`src/rtl/can_ecl_pkg.sv`:
```
// Package: shared counter operation type for the CAN error counter block.
// Assumes one operation per counter per cycle, with priority already resolved.
package can_ecl_pkg;

    typedef enum logic [1:0] {
        CNT_HOLD = 2'd0,
        CNT_CLR  = 2'd1,
        CNT_ADD  = 2'd2,
        CNT_SUB  = 2'd3
    } cnt_op_e;

    // Resolve one counter's operation: clear beats add, add beats subtract.
    function automatic cnt_op_e sel_op(input logic clr, input logic add, input logic sub);
        if (clr)      return CNT_CLR;
        else if (add) return CNT_ADD;
        else if (sub) return CNT_SUB;
        else          return CNT_HOLD;
    endfunction

endpackage

```
`src/rtl/can_ecl_sat_cnt.sv`:
```
// Module: saturating up/down counter for one fault-confinement count.
// Adds a variable amount with saturation at all-ones, subtracts one with a
// floor at zero, or clears. Assumes INC_W <= WIDTH.
module can_ecl_sat_cnt
    import can_ecl_pkg::*;
#(
    parameter int WIDTH = 8,
    parameter int INC_W = 4
) (
    input  logic             clk,
    input  logic             rst_n,
    input  cnt_op_e          op_i,
    input  logic [INC_W-1:0] amt_i,
    output logic [WIDTH-1:0] cnt_o
);

    localparam logic [WIDTH-1:0] MAXV = {WIDTH{1'b1}};

    logic [WIDTH-1:0] cnt_q;
    logic [WIDTH-1:0] cnt_d;
    logic [WIDTH:0]   sum;

    // Next count from the resolved operation.
    always_comb begin
        sum   = {1'b0, cnt_q} + {{(WIDTH + 1 - INC_W){1'b0}}, amt_i};
        cnt_d = cnt_q;
        unique case (op_i)
            CNT_CLR:  cnt_d = '0;
            CNT_ADD:  cnt_d = sum[WIDTH] ? MAXV : sum[WIDTH-1:0];
            CNT_SUB:  cnt_d = (cnt_q == '0) ? '0 : cnt_q - 1'b1;
            default:  cnt_d = cnt_q;
        endcase
    end

    // Count register with synchronous reset.
    always_ff @(posedge clk) begin
        if (!rst_n) cnt_q <= '0;
        else        cnt_q <= cnt_d;
    end

    assign cnt_o = cnt_q;

endmodule

```
`src/rtl/can_ecl_log.sv`:
```
// Module: error log counter with clear-on-read and an overflow pulse.
// Counts one per error cycle and sticks at all-ones. An error arriving while
// full, with no read in the same cycle, gives a one-cycle registered pulse.
// A read clears the count, and an error in the read cycle leaves it at one.
module can_ecl_log #(
    parameter int LOG_W = 8
) (
    input  logic             clk,
    input  logic             rst_n,
    input  logic             err_i,
    input  logic             rd_i,
    output logic [LOG_W-1:0] log_o,
    output logic             ovf_o
);

    localparam logic [LOG_W-1:0] MAXV = {LOG_W{1'b1}};

    logic [LOG_W-1:0] log_q;
    logic             ovf_q;
    logic             full;

    assign full = (log_q == MAXV);

    // Log count and overflow pulse registers.
    always_ff @(posedge clk) begin
        if (!rst_n) begin
            log_q <= '0;
            ovf_q <= 1'b0;
        end else begin
            ovf_q <= err_i && !rd_i && full;
            if (rd_i)
                log_q <= err_i ? LOG_W'(1) : '0;
            else if (err_i && !full)
                log_q <= log_q + 1'b1;
        end
    end

    assign log_o = log_q;
    assign ovf_o = ovf_q;

endmodule

```
`src/rtl/can_ecl_top.sv`:
```
// Module: CAN fault-confinement counters with error log, packed into a
// read-only status word. Assumes one-cycle event strobes from the protocol
// engine and a read strobe that lasts one cycle per register access.
module can_ecl_top
    import can_ecl_pkg::*;
#(
    parameter int TEC_W  = 8,
    parameter int REC_W  = 7,
    parameter int LOG_W  = 8,
    parameter int INC_W  = 4,
    parameter int STAT_W = 32
) (
    input  logic              clk,
    input  logic              rst_n,
    input  logic              tx_err_i,
    input  logic [INC_W-1:0]  tx_err_inc_i,
    input  logic              rx_err_i,
    input  logic [INC_W-1:0]  rx_err_inc_i,
    input  logic              tx_ok_i,
    input  logic              rx_ok_i,
    input  logic              busoff_rec_i,
    input  logic              restrict_i,
    input  logic              rd_i,
    output logic [STAT_W-1:0] status_o,
    output logic              rx_passive_o,
    output logic              log_ovf_irq_o
);

    localparam int RX_IW   = REC_W + 1;
    localparam int REC_LSB = TEC_W;
    localparam int PAS_BIT = TEC_W + REC_W;
    localparam int LOG_LSB = PAS_BIT + 1;
    localparam int USED_W  = LOG_LSB + LOG_W;

    cnt_op_e          tx_op;
    cnt_op_e          rx_op;
    logic [TEC_W-1:0] tec;
    logic [RX_IW-1:0] rec_full;
    logic [LOG_W-1:0] log_cnt;
    logic             any_err;

    // Operation selection: recovery, then unrestricted error, then success.
    always_comb begin
        tx_op   = sel_op(busoff_rec_i, tx_err_i && !restrict_i, tx_ok_i);
        rx_op   = sel_op(busoff_rec_i, rx_err_i && !restrict_i, rx_ok_i);
        any_err = tx_err_i || rx_err_i;
    end

    can_ecl_sat_cnt #(.WIDTH(TEC_W), .INC_W(INC_W)) u_tx_cnt (
        .clk   (clk),
        .rst_n (rst_n),
        .op_i  (tx_op),
        .amt_i (tx_err_inc_i),
        .cnt_o (tec)
    );

    can_ecl_sat_cnt #(.WIDTH(RX_IW), .INC_W(INC_W)) u_rx_cnt (
        .clk   (clk),
        .rst_n (rst_n),
        .op_i  (rx_op),
        .amt_i (rx_err_inc_i),
        .cnt_o (rec_full)
    );

    can_ecl_log #(.LOG_W(LOG_W)) u_log (
        .clk   (clk),
        .rst_n (rst_n),
        .err_i (any_err),
        .rd_i  (rd_i),
        .log_o (log_cnt),
        .ovf_o (log_ovf_irq_o)
    );

    // Status word packing, with the unused upper bits tied to zero.
    always_comb begin
        status_o                             = '0;
        status_o[REC_LSB-1:0]                = tec;
        status_o[PAS_BIT-1:REC_LSB]          = rec_full[REC_W-1:0];
        status_o[PAS_BIT]                    = rec_full[REC_W];
        status_o[USED_W-1:LOG_LSB]           = log_cnt;
    end

    assign rx_passive_o = rec_full[REC_W];

endmodule

```
`config.mk`:
```
export PLATFORM = sky130hd
export DESIGN_NAME = can_ecl_top
export DESIGN_NICKNAME = d
export VERILOG_FILES = /design/src/rtl/can_ecl_pkg.sv /design/src/rtl/can_ecl_sat_cnt.sv /design/src/rtl/can_ecl_log.sv /design/src/rtl/can_ecl_top.sv
export SDC_FILE = /design/constraint.sdc
export NUM_CORES = 1
export LEC_CHECK = 0
export BUFFER_PORTS_ARGS = -buffer_cell sky130_fd_sc_hd__buf_2
export CAP_MARGIN = 20
export CORE_MARGIN = 2
export CORE_UTILIZATION = 35
export CTS_CLUSTER_DIAMETER = 150
export CTS_CLUSTER_SIZE = 24
export DETAILED_ROUTE_END_ITERATION = 6
export PLACE_DENSITY_LB_ADDON = 0.1
export REMOVE_ABC_BUFFERS = 1
export SYNTH_ARGS = -nofsm -noshare
export SYNTH_HDL_FRONTEND = slang
export SYNTH_HIERARCHICAL = 1
export SYNTH_SLANG_ARGS = --single-unit
```
`constraint.sdc`:
```
create_clock -name clk -period 2.5 [get_ports clk]
set_input_delay 0.5 -clock clk [delete_from_list [all_inputs] [get_ports clk]]
set_output_delay 0.5 -clock clk [all_outputs]
set_load 0.01 [all_outputs]
```
# Word-level counts from Yosys, hierarchy flattened
# Cells that the tools add are included.
dict set report totals {
  regBits 25
  in_bits 17
  output_inout_bits 34
  elab_cells 45
}
dict set report op_classes {
  n_addsub 5
  eq_ne 7
  muxes 15
  n_reduce_logical 14
}
# op count
set ops {}
lappend ops {{2-to-1 mux 8 bit} 6}
lappend ops {{case mux 8 bit (3 select lines)} 2}
lappend ops {{adder 8 x 4 -> 9 bit} 2}
lappend ops {{logical NOT 8 bit} 2}
lappend ops {{subtractor 8 x 1 -> 8 bit (second input constant)} 2}
lappend ops {{2-to-1 mux 2 bit} 6}
lappend ops {{adder 8 x 1 -> 8 bit (second input constant)} 1}
lappend ops {{equality test 2 bit (second input constant)} 4}
lappend ops {{equality test 8 bit (second input constant)} 1}
lappend ops {{nonzero test 3 bit} 2}
lappend ops {{logical AND 1 bit} 5}
lappend ops {{equality test 2 x 1 -> 1 bit (second input constant)} 2}
lappend ops {{logical NOT 1 bit} 3}
lappend ops {{nonzero test 2 bit} 1}
lappend ops {{logical OR 1 bit} 1}
lappend ops {{2-to-1 mux 1 bit} 1}

# Logic depth before layout (Yosys ltp)
dict set report depth {
  depth_word 6
  mapped_depth 7
  mapped_depth_nobuf 6
}

# Cells and area by module
# Netlist, hierarchy kept.
# module n_inst cells_each area_per_inst_um2 seq_area_each_um2
set modules_own_cells {}
lappend modules_own_cells {can_ecl_sat_cnt 2 106 830.8 160.2}
lappend modules_own_cells {can_ecl_log 1 55 490.5 180.2}
lappend modules_own_cells {can_ecl_top 1 19 137.6 0.0}

# Worst setup path before layout
# OpenSTA, ideal clock, no wires.
dict set report synth_path {
  kind {input port to flip-flop}
  from {input port rx_err_inc_i[0]}
  to {register u_rx_cnt.cnt_q[5] (netlist: u_rx_cnt/cnt_o[5])}
  setup_time_ps 118
  t_arrival_ps 1782
  required_time_ps 2382
  path_slack_ps 600
  path_stages 6
  n_path_buf 0
  cell_sequence {ha_1 fa_1 nand3_1 and2_1 o221ai_1 a32o_2}
}
dict set report synth_via {
  elab_chain_len 3
}
# element line_no
set synth_rtl {}
lappend synth_rtl {{start: declaration} can_ecl_top.sv:18} ;# input logic [INC_W-1:0] rx_err_inc_i,
lappend synth_rtl {{adder 8 x 4 -> 9 bit} can_ecl_sat_cnt.sv:25} ;# sum = {1'b0, cnt_q} + {{(WIDTH + 1 - INC_W){1'b0}}, amt_i};
lappend synth_rtl {{2-to-1 mux 8 bit} can_ecl_sat_cnt.sv:29} ;# CNT_ADD: cnt_d = sum[WIDTH] ? MAXV : sum[WIDTH-1:0];
lappend synth_rtl {{case mux 8 bit (3 select lines)} can_ecl_sat_cnt.sv:27} ;# unique case (op_i)
lappend synth_rtl {{end signal: assignment} can_ecl_sat_cnt.sv:38} ;# else cnt_q <= cnt_d;
lappend synth_rtl {{end: declaration} can_ecl_sat_cnt.sv:19} ;# logic [WIDTH-1:0] cnt_q;
# Every way passes these cells.
# A chain may end at the register's enable or synchronous reset.

# Worst setup path in the final report
dict set report layout_path {
  from {register u_rx_cnt.cnt_q[0] (netlist: u_rx_cnt/cnt_o[0])}
  to {register u_rx_cnt.cnt_q[5] (netlist: u_rx_cnt/cnt_o[5])}
}
dict set report layout_via {
  elab_chain_len 3
  word_cells_on_any_way 6
  cone_classes {2 x add/sub; 3 x mux; 1 x reduce/logical}
}
# element line_no
set layout_rtl {}
lappend layout_rtl {{subtractor 8 x 1 -> 8 bit, or another cell as far along} can_ecl_sat_cnt.sv:30} ;# CNT_SUB: cnt_d = (cnt_q == '0) ? '0 : cnt_q - 1'b1;
lappend layout_rtl {{2-to-1 mux 8 bit (on tied branches)} {can_ecl_sat_cnt.sv:30, can_ecl_sat_cnt.sv:29}}
lappend layout_rtl {{case mux 8 bit (3 select lines) *} can_ecl_sat_cnt.sv:27}
# Mark *: on every way between the ends. The rest lies on a longest branch, timed or not.

==> results by group <==
Flow run
  – Maxcap violations: 0

Logic synthesis
  – Synth Cell Area: between 2000 and 2500 um2
  – Simple-Gate Fraction of Synth Area: 0.2760
  – Async SR Flop Fraction: 0
  – Xor and xnor area share after synthesis: 0.01530
  – Area contributors post-synth: dfxtp_1 (22%), ha_1 (7.1%), a21oi_1 (4.6%), buf_4 (4.6%), o21ai_0 (4.4%)
  – Synth warnings: 6
  – Top-count cell post-synth: dfxtp_1
  – Synthesis-stage register bit count: 25
  – Area share of fa/ha/maj cells after synthesis: 0.08852
  – Mux share of post-synthesis cell area: 0.01749
  – Top cells by count, synth: dfxtp_1 (25), a21oi_1 (21), o21ai_0 (20)
  – Synth Flop Type: dfxtp_1
  – Yosys top cell area share: 0.2186
  – Compound-Gate Fraction of Synth Area: 0.2803
  – Cell taking the most area after synthesis: dfxtp_1
  – Post-synth EDFFs: 0
  – Post-synthesis sequential area ratio: 0.2186
  – Main combinational cell family by area after synthesis: compound AO/OA/AOI/OAI gates
  – Synth unique cells: 61
  – Syn_area_per_cell: between 8 and 9 um2
  – Mapped Cells: 286

Drt
  – Wire length per cell: about 15 um
  – Final WL: 6.025 mm
  – Detail Route Antenna Nets: 0
  – Vias: 2287
  – Residual DRC count: 0
  – Vias per cell: approximately 5.8
  – Iteration-0 DRC count of the detailed router: around 150
  – Pre-Repair DR Iteration Count: 4

Cells and area
  – Nets@finish: 353
  – Final Instance Area: about 2500 um2
  – Final Util: 0.3963
  – P&R area growth vs syn: 9.891%
  – # diodes: 0
  – Share of cells above drive strength 1: 0.2156
  – Fillcell total: 664

Setup path
  – CP startpoint kind: flop
  – Worst r2r path cells: 6
  – CP Data Arrival Time: about 2.1 ns
  – Reg-to-Reg End: u_rx_cnt/cnt_o[5]
  – Critical path's slowest cell: fa_1
  – Data required time of the worst path: 2.68 ns
  – CP Class: flop to flop
  – Worst-path maximum fanout: 8
  – Crit. End Element: flop
  – R2R setup slack: around 0.54 ns
  – Reg2reg start: u_rx_cnt/cnt_o[0]
  – CP max stage delay: roughly 0.42 ns
  – CP Cell Sequence: ha_1 > fa_1 > nand3_1 > and2_1 > o221ai_1 > a32o_2

GRT
  – Vias in the first global route: about 2000
  – First-pass GRT wire length: between 9 and 10 mm
  – Grt total ovfl: 0
  – Initial antenna violation count: 0
  – GR Util met1: 0.2276
  – Met2 Use GR: 0.2720
  – Largest net degree at the start of global routing: 17
  – Global Route met3 Usage: 0.01751
  – Overall global routing resource usage: 0.1635
  – GR peak layer: met2

Pwr
  – Max IR drop VDD: about 0.2 mV
  – Leak pwr: around 1.1 nW
  – Pwr dens: approximately 430 nW/um2

Floorplan
  – Row count: 29
  – Die X: around 85 um
  – Die area: 7205 um2
  – Die H: 84.88 um
  – Starting Density: 0.3606
  – Num ports: slightly above 50
  – CORE AREA: 6350 um2

STA
  – Post-layout minimum cycle time: just under 2 ns
  – Clock Skew: 0.002149 ns
  – TNS Setup: 0 ns
  – Crit share post-route: 0.7832
  – Final number of setup-violating endpoints: 0
  – Final Hold Vio Count: 0
  – Fmax: between 0.5 and 0.6 GHz
  – WHS: about 0.53 ns
  – Unrepaired setup endpoints after global routing: false
  – Final-report max-slew violation count: 0

Hold path
  – WHS Path Cells: 2
  – Hold_sp: u_log/log_o[1]
  – Hold Path End: u_log/log_o[1]
  – Hold WC Path Type: flop to flop

Clock network
  – Clk sinks: 25
  – Root Buffer: clkbuf_8
  – CTS Buf Count: 3
  – H-Tree Depth: 1
  – Clock transition at path regs: 0.09 ns
  – Worst-Skew Late Latency: 0.28 ns
  – CTS Buffer Depth: 2
  – CTS tree: yes
  – PostCTS Resize Cnt: 0
  – Number of buffers added for setup after CTS: 0
  – Hold-fix buffers, CTS: 0

Place
  – Port Buffers: 42
  – Post-placement cell area: 2471 um2
  – GP Congestion: just over 0.8
  – HPWL after detailed placement: ~4.5 mm

Status
  – Outcome: complete, no violations
-- metrics by stage --
stage                     setup WS, ns  power [mW]  cells
final                           0.5421       1.075    397
after global routing            0.4409       1.147    397
after CTS                       0.5591       1.084    397
after detailed placement        0.3398      0.8273    393
after global placement          0.3666      0.8318    393
after floorplan                 0.4129      0.7138    270
-- kinds of logic after synthesis --
family                   count (synthesis)
AO/OA/AOI/OAI                           95
XOR/XNOR                                 4
adder cells (fa/ha/maj)                 15
buffers and inverters                   37
flip-flops                              25
multiplexers                             4
other                                    1
AND/OR/NAND/NOR                        105
-- report_power, final --
part	internal, mW	leakage, nW	switching (mW)
combinational	0.158	0.831	0.197
clock	0.114	0.0228	0.141
sequential	0.418	0.203	0.0468
-- worst max-delay path, delay by kind of cell, from the launching register on --
| family | cells | cell delay (ns) |
|---|---|---|
| AOI/OAI and AO/OA | 2 | 0.41 |
| and+or+nand+nor | 2 | 0.38 |
| DFF | 1 | 0.40 |
| adders and majority gates | 2 | 0.67 |
-- worst max path at each step --
stage / slack (ns) / end / from
3_5_place_dp: 0.34 / u_tx_cnt/cnt_o[5] / restrict_i
5_1_grt: 0.44 / u_rx_cnt/cnt_o[5] / u_rx_cnt/cnt_o[0]
2_1_floorplan: 0.41 / u_rx_cnt/cnt_o[5] / restrict_i
6_report: 0.54 / u_rx_cnt/cnt_o[5] / u_rx_cnt/cnt_o[0]
4_1_cts: 0.56 / u_tx_cnt/cnt_o[5] / u_tx_cnt/cnt_o[0]
3_3_place_gp: 0.37 / u_rx_cnt/cnt_o[5] / rx_err_inc_i[0]
-- layer usage --
| layer | share of wire | routed length [um] |
|---|---|---|
| met1 | 0.47 | 2813 |
| met2 | 0.47 | 2857 |
| met3 | 0.048 | 288 |
| met4 | 0.011 | 65 |
| met5 | 0 | 0 |
-- sequential cells by signal, indices dropped and copies added, names as in the netlist --
register,cells
u_log/log_o,8
u_rx_cnt/cnt_o,8
u_tx_cnt/cnt_o,8
u_log/ovf_o,1
-- cells in the final DEF, fill, tap and decap left out, drive strengths merged, types with 9 or more instances in the layout --
cell	n
inv	14
nand2	14
nor3	9
ha	13
nor2	18
dfxtp	25
o21ai	22
a21oi	22
buf	46
nand3	18
-- final cells by class --
class | count | area [um2] | area share
multi-input cells | 231 | 1582 | 0.6285
flip-flops and latches | 25 | 500.5 | 0.1989
inverters | 14 | 52.55 | 0.02089
clock buffers | 4 | 45.04 | 0.01790
repair buffers | 46 | 240.2 | 0.09547
well taps | 77 | 96.34 | 0.03829
Power figures use the tool's default switching activity.
